**src/rtl/bitshift_core.sv**
```systemverilog
module bitshift_core #(
  parameter int W = 8
) (
  input  logic         clk,
  input  logic         rst_n,
  input  logic         start,
  input  logic [2:0]   op,
  input  logic [W-1:0] opnd,
  input  logic         cin,
  output logic [W-1:0] res,
  output logic         flag_n,
  output logic         flag_z,
  output logic         flag_v,
  output logic         flag_c,
  output logic         parity,
  output logic         busy,
  output logic         done
);
  localparam int CW = $clog2(W + 1) + 1;
  localparam logic [CW-1:0] LAST = CW'(W);

  logic [W-1:0]  nres, rot_r;
  logic          nc, rot_c, ones;
  logic [CW-1:0] step;

  always_comb begin
    nres = opnd;
    nc   = cin;
    case (op)
      3'd0: begin nres = {opnd[W-2:0], 1'b0};     nc = opnd[W-1]; end
      3'd1: begin nres = {opnd[W-1], opnd[W-1:1]}; nc = opnd[0];   end
      3'd2: begin nres = {1'b0, opnd[W-1:1]};      nc = opnd[0];   end
      3'd3: begin nres = {opnd[W-2:0], cin};       nc = opnd[W-1]; end
      3'd4: begin nres = {cin, opnd[W-1:1]};       nc = opnd[0];   end
      default: ;
    endcase
  end

  assign rot_r = {res[W-2:0], flag_c};
  assign rot_c = res[W-1];

  always_ff @(posedge clk) begin
    if (!rst_n) begin
      res    <= '0;
      flag_n <= 1'b0;
      flag_z <= 1'b0;
      flag_v <= 1'b0;
      flag_c <= 1'b0;
      parity <= 1'b0;
      busy   <= 1'b0;
      done   <= 1'b0;
      ones   <= 1'b0;
      step   <= '0;
    end else begin
      done <= 1'b0;
      if (busy) begin
        res    <= rot_r;
        flag_c <= rot_c;
        step   <= step + 1'b1;
        if (step != LAST) ones <= ones ^ rot_c;
        else begin
          busy   <= 1'b0;
          done   <= 1'b1;
          parity <= ones;
          flag_n <= rot_r[W-1];
          flag_z <= (rot_r == '0);
          flag_v <= rot_r[W-1] ^ rot_c;
        end
      end else if (start) begin
        if (op == 3'd5) begin
          busy   <= 1'b1;
          step   <= '0;
          ones   <= 1'b0;
          res    <= opnd;
          flag_c <= cin;
        end else if (op <= 3'd4) begin
          res    <= nres;
          flag_c <= nc;
          flag_n <= nres[W-1];
          flag_z <= (nres == '0);
          flag_v <= nres[W-1] ^ nc;
          done   <= 1'b1;
        end
      end
    end
  end

  AST_ASL_CARRY: assert property (@(posedge clk) disable iff (!rst_n)
    start && !busy && op == 3'd0 |=> flag_c == $past(opnd[W-1]) && res[0] == 1'b0);
  AST_ROR_CARRY: assert property (@(posedge clk) disable iff (!rst_n)
    start && !busy && op == 3'd4 |=> res[W-1] == $past(cin) && flag_c == $past(opnd[0]));
  AST_ZERO_FLAG: assert property (@(posedge clk) disable iff (!rst_n)
    done |-> flag_z == (res == '0));
  AST_V_RULE: assert property (@(posedge clk) disable iff (!rst_n)
    done |-> flag_v == (flag_n ^ flag_c));
  AST_ONE_CYCLE: assert property (@(posedge clk) disable iff (!rst_n)
    start && !busy && op <= 3'd4 |=> done && !busy);
  AST_RUN_END: assert property (@(posedge clk) disable iff (!rst_n)
    busy && step == LAST |=> done && !busy);
  AST_RUN_HOLD: assert property (@(posedge clk) disable iff (!rst_n)
    busy && step != LAST |=> busy && !done);
  AST_BAD_CODE: assert property (@(posedge clk) disable iff (!rst_n)
    start && !busy && op > 3'd5 |=> !done && $stable(res));
endmodule

```
**config.mk**
```make
export PLATFORM = sky130hd
export DESIGN_NAME = bitshift_core
export DESIGN_NICKNAME = d
export VERILOG_FILES = /design/src/rtl/bitshift_core.sv
export SDC_FILE = /design/constraint.sdc
export NUM_CORES = 1
export LEC_CHECK = 0
export BUFFER_PORTS_ARGS = -buffer_cell sky130_fd_sc_hd__clkbuf_2
export CORE_MARGIN = 5
export CORE_UTILIZATION = 53
export DETAILED_ROUTE_END_ITERATION = 16
export PLACE_DENSITY = 0.85
export SLEW_MARGIN = 5
export SYNTH_ARGS = -nofsm -noshare
export SYNTH_HDL_FRONTEND = slang
export SYNTH_SLANG_ARGS = --single-unit
```
**constraint.sdc**
```tcl
create_clock -name clk -period 2.1 [get_ports clk]
set_input_delay 0 -clock clk [delete_from_list [all_inputs] [get_ports clk]]
set_output_delay 0 -clock clk [all_outputs]
set_load 0.03 [all_outputs]
```
* After elaboration in Yosys (flattened, before gate mapping)
Index checks and enable logic that the tools add are counted.
** Operators by class
- Add/subtract/negate cells :: 1
- $lt $le $gt $ge :: 1
- Equality and inequality tests :: 9
- Multiplexer cells :: 41
- Bitwise logic cells :: 4
- Reduce and logical (&&, ||, !) cells :: 14
** Operators with widths (count)
- case mux 8 bit (5 select lines) :: 1
- two-way mux 1 bit :: 32
- two-way mux 8 bit :: 4
- zero test 8 bit :: 2
- two-way mux 5 bit :: 3
- == test 3 x 2 -> 1 bit (second input constant) :: 2
- == test 3 bit (second input constant) :: 2
- AND reduction 2 bit :: 3
- nonzero test 2 bit :: 3
- adder 5 x 1 -> 5 bit (second input constant) :: 1
- inequality test 5 x 4 -> 1 bit (second input constant) :: 1
- inequality test 2 bit (second input constant) :: 2
- AND reduction 4 bit :: 1
- == test 3 x 1 -> 1 bit (second input constant) :: 1
- less-or-equal comparator 3 bit (second input constant) :: 1
- zero test 3 bit :: 1
- AND reduction 3 bit :: 1
- nonzero test 3 bit :: 1
- OR reduction 3 bit :: 1
- bitwise XOR 1 bit :: 3
- inequality test 2 x 1 -> 1 bit (second input constant) :: 1
- case mux 1 bit (2 select lines) :: 1
- OR reduction 2 bit :: 1
- NOT 1 bit :: 1
** Storage, ports and cells
- Flip-flop bits (word level) :: 21
- Input port bits :: 15

* Longest topological paths before layout
Gate-level depths: netlist of the first run.
- Depth in word-level cells :: 8
- Depth in mapped cells :: 8
- Mapped depth without buffers :: 8

* Worst setup path after synthesis of the first run
OpenSTA, ideal clock, no wires.
- Path kind :: flip-flop to flip-flop
- Start :: reg busy
- End :: reg flag_z
- Library setup time :: 0.060 ns
- Arrival time :: 1.733 ns
- Required time :: 2.040 ns
- Setup slack :: 0.307 ns
- Cell stages (with the launch flop) :: 6
- Path buffers :: 2
- Path through :: dfxtp_1 clkbuf_1 inv_1 clkbuf_1 o41ai_1 o221a_1
** On the way
- Longest elaborated chain between the ends :: 2
- Elaborated cells between the ends (all ways) :: 6
** RTL lines
- start, declared :: RTL line 16 : output logic busy,
- start signal, assigned :: RTL line 50 : busy <= 1'b0;
- start signal, assigned :: RTL line 62 : busy <= 1'b0;
- start signal, assigned :: RTL line 71 : busy <= 1'b1;
- inequality test 2 bit (no line) / nonzero test 2 bit (equally long branches)
- AND reduction 4 bit (no line)
- end signal, assigned :: RTL line 66 : flag_z <= (rot_r == '0);
- end signal, assigned :: RTL line 80 : flag_z <= (nres == '0);
- end, declared :: RTL line 12 : output logic flag_z,
Parallel ways exist; a longest one is shown, timed or not.
A chain may end at the register's enable or synchronous reset.

* Final worst setup path of the first run
- Start :: reg busy
- End :: reg res[0]
** On the way
- Longest elaborated chain between the ends :: 2
- Elaborated cells between the ends (all ways) :: 4
** RTL lines
- nonzero test 3 bit (no line) / nonzero test 2 bit (equally long branches)
- AND reduction 2 bit (no line)
- end signal, assigned :: RTL line 57 : res <= rot_r;
- end signal, assigned :: RTL line 74 : res <= opnd;
- end signal, assigned :: RTL line 77 : res <= nres;
- end, declared :: RTL line 10 : output logic [W-1:0] res,
Parallel ways exist; a longest one is shown, timed or not.

==> results of run 1 <==
## final timing paths
path | end | slack [ns] | cells after the start
max | res[0] | 0.43 | 4
min | res[5] | 0.13 | 2
max reg2reg | res[0] | 0.43 | 4
min reg2reg | flag_v | 0.47 | 2
## metal layers
layer	global-route usage, %	share of wire, %	up-vias
met4	4.11	0.88	0
li1	-	-	635
met1	23.9	43	603
met3	5.62	6.1	5
met2	33.5	50	56
met5	0	0	-
## where the power goes
group          switching (W)  total (W)  leakage (nW)  internal, W
combinational       0.000159   0.000261         0.529     0.000102
sequential         0.0000229   0.000445         0.172     0.000422
clock               0.000133   0.000206        0.0139    0.0000729
total               0.000315   0.000912         0.715     0.000597
## sequential cells by signal, indices dropped and copies added, names as in the netlist
register,flops
flag_c,1
parity,1
flag_n,1
res,8
done,1
step,5
ones,1
flag_v,1
busy,1
flag_z,1
## cells in the final DEF (no fill, tap or decap), types with 3 or more instances in the layout
cell,n
o211a_1,5
clkbuf_2,29
o21ai_0,6
nand4_1,3
mux2i_1,17
nor2b_1,8
nor2_1,4
and2_1,5
nand3_1,5
or3_1,7
o21ai_1,7
a21oi_1,4
nand2_1,17
clkbuf_4,3
o211ai_1,7
inv_1,5
dfxtp_1,21
mux2_2,3
## layout make-up
type	instances	share of cell area (%)
multi-input cells	124	56.4
flip-flops and latches	21	27.5
repair buffers	31	10.5
well taps	30	2.45
clock buffers	3	1.47
inverters	5	1.23
clock inverters	1	0.491
## critical path: stages, from the launching register on
cell,delay [ns]
dfxtp_1,0.40
inv_1,0.39
nand2_1,0.42
o221ai_1,0.30
a21oi_1,0.06
## stage by stage
stage / setup slack (ns) / hold slack [ns]
6_report: 0.432 / 0.134
5_1_grt: 0.293 / 0.143
4_1_cts: 0.439 / 0.123
3_5_place_dp: 0.0808 / 0.451
3_3_place_gp: 0.240 / 0.439
2_1_floorplan: 0.307 / 0.133
## cells by family (layout without fill, tap and decap cells)
group | count (synthesis) | in the layout
AND/OR/NAND/NOR | 58 | 58
AO/OA/AOI/OAI | 40 | 40
flip-flops | 21 | 21
multiplexers | 20 | 20
buffers and inverters | 14 | 40
XOR/XNOR | 4 | 4
adder cells (fa/ha/maj) | 2 | 2
==> flow_summary.toml, run 1 <==
[layout]
drive_above_1_share_pct = 21.1
multi_input_comb_area_um2 = 862
n_fill_cell = 225
diodes = 0
stdcell_area_um2 = 1530
syn2layout_area_growth_pct = 14.4
regArea_um2 = 420
final_nets = 203
stdcell_count = 215
final_util_pct = 62.3

[logic_synthesis]
netlist.area_leader.share_pct = 31.5
synth_compound_area_share_pct = 20.9
synth_edf_count = 0
syn_area_um2 = 1340
yosys.area.top_type = "dfxtp_1"
ys_seq_elements = 21
yosysWarningCount = 0
avgSynthCellArea_um2 = 8.40
dominantRegCellSynth = "dfxtp_1"
synth_fa_ha_area_share_pct = 1.87
yosysSeqAreaShare_pct = 31.5
syn_nets = 176
synthArstFlopShare_pct = 0
syn_inst = 159
synth_cell_types = 37
muxShareOfSynthArea_pct = 15.3
yosys-top-cells-area = "dfxtp_1, mux2i_1, nand2_1"
synth_xor_area_share_pct = 3.18
synth_top_family_by_area = "simple AND/OR/NAND/NOR gates"
yosys.area_share.simple_pct = 23.3
synthTopCellsByCount = "dfxtp_1, mux2i_1, nand2_1"
synth.most_common_cell = "dfxtp_1"

[clock_network]
htree_levels = 1
insertion_delay_ns = 0.32
cts_setup_buffers = 0
root_buffer = "clkbuf_4"
numCtsBuffers = 3
clock_path_buffers = 2
clkSinkCount = 21
cts_resized = 0
cts_tree = "built"
ctsHoldBuffers = 0
path_clk_slew_ns = 0.12

[run_status]
status = "complete, no violations"

[sta]
post-route-period-util_pct = 79.4
drv_slew = 0
fin_crit_ns = 1.67
worst_pin_slew_ns = 0.542
relSlewSlack_pct = 63.8
rsz0062_at_grt = "false"
fmax_mhz = 599
finalSetupViolations = 0
skew_ns = 0.00382
final_hold_viol_count = 0
tns_ns = 0

[place]
dp_cells = 211
dp_hpwl_um = 2460
placed_area_um2 = 1500
port_buffers = 29
globalplace.congestion = 0.828

[route]
drtIter0Drc = 42
vias = 1299
post-route-drc-count = 0
drt-total-wl_um = 3190
drtPass1Iterations = 4
vias_per_cell = 6.04
wire_per_inst_um = 14.8
ant_nets = 0

[critical_path]
crit_fanout = 15
cp.required_ns = 2.32
crit_path_start = "busy"
r2r_start = "busy"
crit_type = "flip-flop to flip-flop"
end_kind = "flip-flop"
arrival_ns = 1.89
crit_path_start_kind = "flip-flop"

[pwr]
irDropWorstVdd_mv = 0.709
p_leak_nw = 0.715
pwr_density_cell_nw_per_um2 = 596
finalPower_w = 0.000912

[flow_run]
max_cap_violations = 0

[floorplanning]
design.core.area_um2 = 2450
die_x_um = 60.2
io_pins = 30
die_area_um2 = 3630
rows = 18
die_y_um = 60.2
start_util_pct = 54.4

[global_routing]
grt_antenna_before_repair = 0
grt_pass1_wl_um = 5450
grt_max_degree = 24
overflow = 0
grtUsageTotal_pct = 19.5
first_global_vias = 1270

[min_path]
min_from = "rst_n"
hold_class = "input port to flip-flop"
(Power assumes the default switching activity.)
==> run 2: changes to the inputs <==
ABC_AREA = 1   (was unset)
CORE_UTILIZATION = 48   (was 53)
PLACE_DENSITY = 0.82   (was 0.85)
clock period = 1.5 ns   (was 2.1 ns; I/O delays follow)
==> flow_summary.toml, run 2 <==
[place]
port_buffers = 29
globalplace.congestion = 0.788
placed_area_um2 = 1520
dp_hpwl_um = 2390

[sta]
finalSetupViolations = 0
skew_ns = 0.00403
post-route-period-util_pct = 89.0
drv_slew = 0
fmax_mhz = 749
tns_ns = 0
worst_pin_slew_ns = 0.526
rsz0062_at_grt = "false"
final_hold_viol_count = 0
relSlewSlack_pct = 64.9
fin_crit_ns = 1.34

[pwr]
p_leak_nw = 0.761
finalPower_w = 0.00122
pwr_density_cell_nw_per_um2 = 783
irDropWorstVdd_mv = 0.856

[min_path]
hold_depth = 4
hold_class = "input port to flip-flop"

[floorplanning]
design.core.area_um2 = 2690
die_area_um2 = 3900
die_x_um = 62.4
die_y_um = 62.4
rows = 19
io_pins = 30
start_util_pct = 49.1

[global_routing]
grtUsageTotal_pct = 15.8
overflow = 0
first_global_vias = 1251
grt_pass1_wl_um = 5240
grt_antenna_before_repair = 0
grt_max_degree = 21

[clock_network]
clock_path_buffers = 2
insertion_delay_ns = 0.30
path_clk_slew_ns = 0.11
numCtsBuffers = 3
htree_levels = 1
cts_tree = "built"
root_buffer = "clkbuf_4"
cts_resized = 0
clkSinkCount = 21

[layout]
diodes = 0
largest_register_ffs = 8
drive_above_1_share_pct = 22.1
syn2layout_area_growth_pct = 18.1
reg_top3 = "res x8, step x5"
final_common_cell = "nand2_1"
regMostFlops = "res"
mostFrequentLayoutCells = "nand2_1, clkbuf_2, dfxtp_1, a21oi_1"
stdcell_area_um2 = 1560
final_nets = 262

[route]
vias = 1415
wl_met1_um = 1450
dr.max_layer_used = "met4"
vias_per_cell = 5.15
wl_met2_um = 1480
dr_wl_met3_um = 124
ant_nets = 0
drtPass1Iterations = 4
wire_per_inst_um = 11.2
drtIter0Drc = 47
drt-total-wl_um = 3070
post-route-drc-count = 0

[logic_synthesis]
ys_seq_elements = 21
dominantRegCellSynth = "dfxtp_1"
synthTopCellsByCount = "nand2_1, dfxtp_1, a21oi_1"
synth.most_common_cell = "nand2_1"
synth_edf_count = 0
synthArstFlopShare_pct = 0
yosys.area.top_type = "dfxtp_1"
synth_cell_types = 26
syn_nets = 227
syn_inst = 210
netlist.area_leader.share_pct = 31.8
avgSynthCellArea_um2 = 6.29
yosys-top-cells-area = "dfxtp_1, nand2_1, a21oi_1"
syn_area_um2 = 1320
yosysWarningCount = 0
yosysSeqAreaShare_pct = 31.8

[flow_run]
max_cap_violations = 0

[critical_path]
crit_fanout = 6
crit_type = "flip-flop to flip-flop"
end_kind = "flip-flop"
critical_path.cell_chain = "inv_1 -> ha_1 -> inv_1 -> nor2_1 -> nand4_1 -> nand2_1 -> inv_1 -> a21oi_1 -> a21oi_1"
arrival_ns = 1.54
path_delay_family = "simple AND/OR/NAND/NOR gates"
rr_worst_depth = 9
crit_path_start_kind = "flip-flop"
critPathMaxStageDelay_ns = 0.35
ff2ff_setup_slack_ns = 0.16
timing.critical_path.buf_inv = 3
cp.required_ns = 1.70
crit_path_frequent_cell = "inv_1"
crit_path_top_delay_cell = "dfxtp_1"
crit_cells = 9

[run_status]
status = "complete, no violations"
[run 2: cell types whose count changed in the layout (fill, tap and decap cells not counted), moves of 5 or more]
cell	previous run	this run
nand2_1	17	64
mux2i_1	17	0
a21oi_1	4	19
inv_1	5	18
nand3_1	5	18
o21ai_0	6	18
nor2_1	4	15
nor2b_1	8	0
o211ai_1	7	0
or3_1	7	0
and2_1	5	0
o211a_1	5	0
o21ai_1	7	2
[run 2: cell type report]
class	count	area (µm²)
fillers	283	1130
multi-input cells	163	800
flip-flops and latches	21	422
repair buffers	35	193
inverters	21	78.8
well taps	31	38.8
clock buffers	3	22.5
clock inverters	1	5.00
[run 2: timing repair]
item                      4_1_cts  5_1_grt
setup buffers                   0        0
hold buffers                    1        0
hold endpoints to repair        5        0
[run 2: where the power goes]
part / switching, W / internal [W]
Clock: 0.000168 / 0.0000994
Sequential: 0.0000254 / 0.000586
Combinational: 0.000228 / 0.000114
Total: 0.000421 / 0.000800
[run 2: metrics by stage]
step                util, %  std cells  worst slack (ns)  hold WS, ns
detailed placement     56.6        270             0.185        0.295
global placement       56.6        270             0.257        0.292
floorplan                 -        210            0.0955        0.138
global route           58.0        275            0.0469        0.132
finish                 58.0        275             0.164       0.0910
CTS                    58.0        275             0.166       0.0836
[run 2: final timing paths]
kind	from	end
setup reg to reg	step[0]	flag_v
hold reg to reg	parity	parity
setup / recovery	step[0]	flag_v
hold / removal	start	step[3]
[run 2: logic make-up after synthesis]
family	count (synthesis)	share of synthesized area [%]
adder cells (fa/ha/maj)	2	1.90
AO/OA/AOI/OAI	44	18.1
buffers and inverters	26	7.58
flip-flops	21	31.8
XOR/XNOR	2	1.33
AND/OR/NAND/NOR	115	39.2
[run 2: worst min-delay path: cells and delay by family]
kind,cells,cell delay (ns)
compound gates,2,0.19
buf+inv,1,0.10
simple gates,1,0.07
[run 2: routing by layer]
| metal | GRT usage, % | vias up |
|---|---|---|
| li1 | - | 761 |
| met1 | 20.1 | 625 |
| met2 | 26.2 | 27 |
| met3 | 5.04 | 2 |
| met4 | 2.92 | 0 |
| met5 | 0 | - |
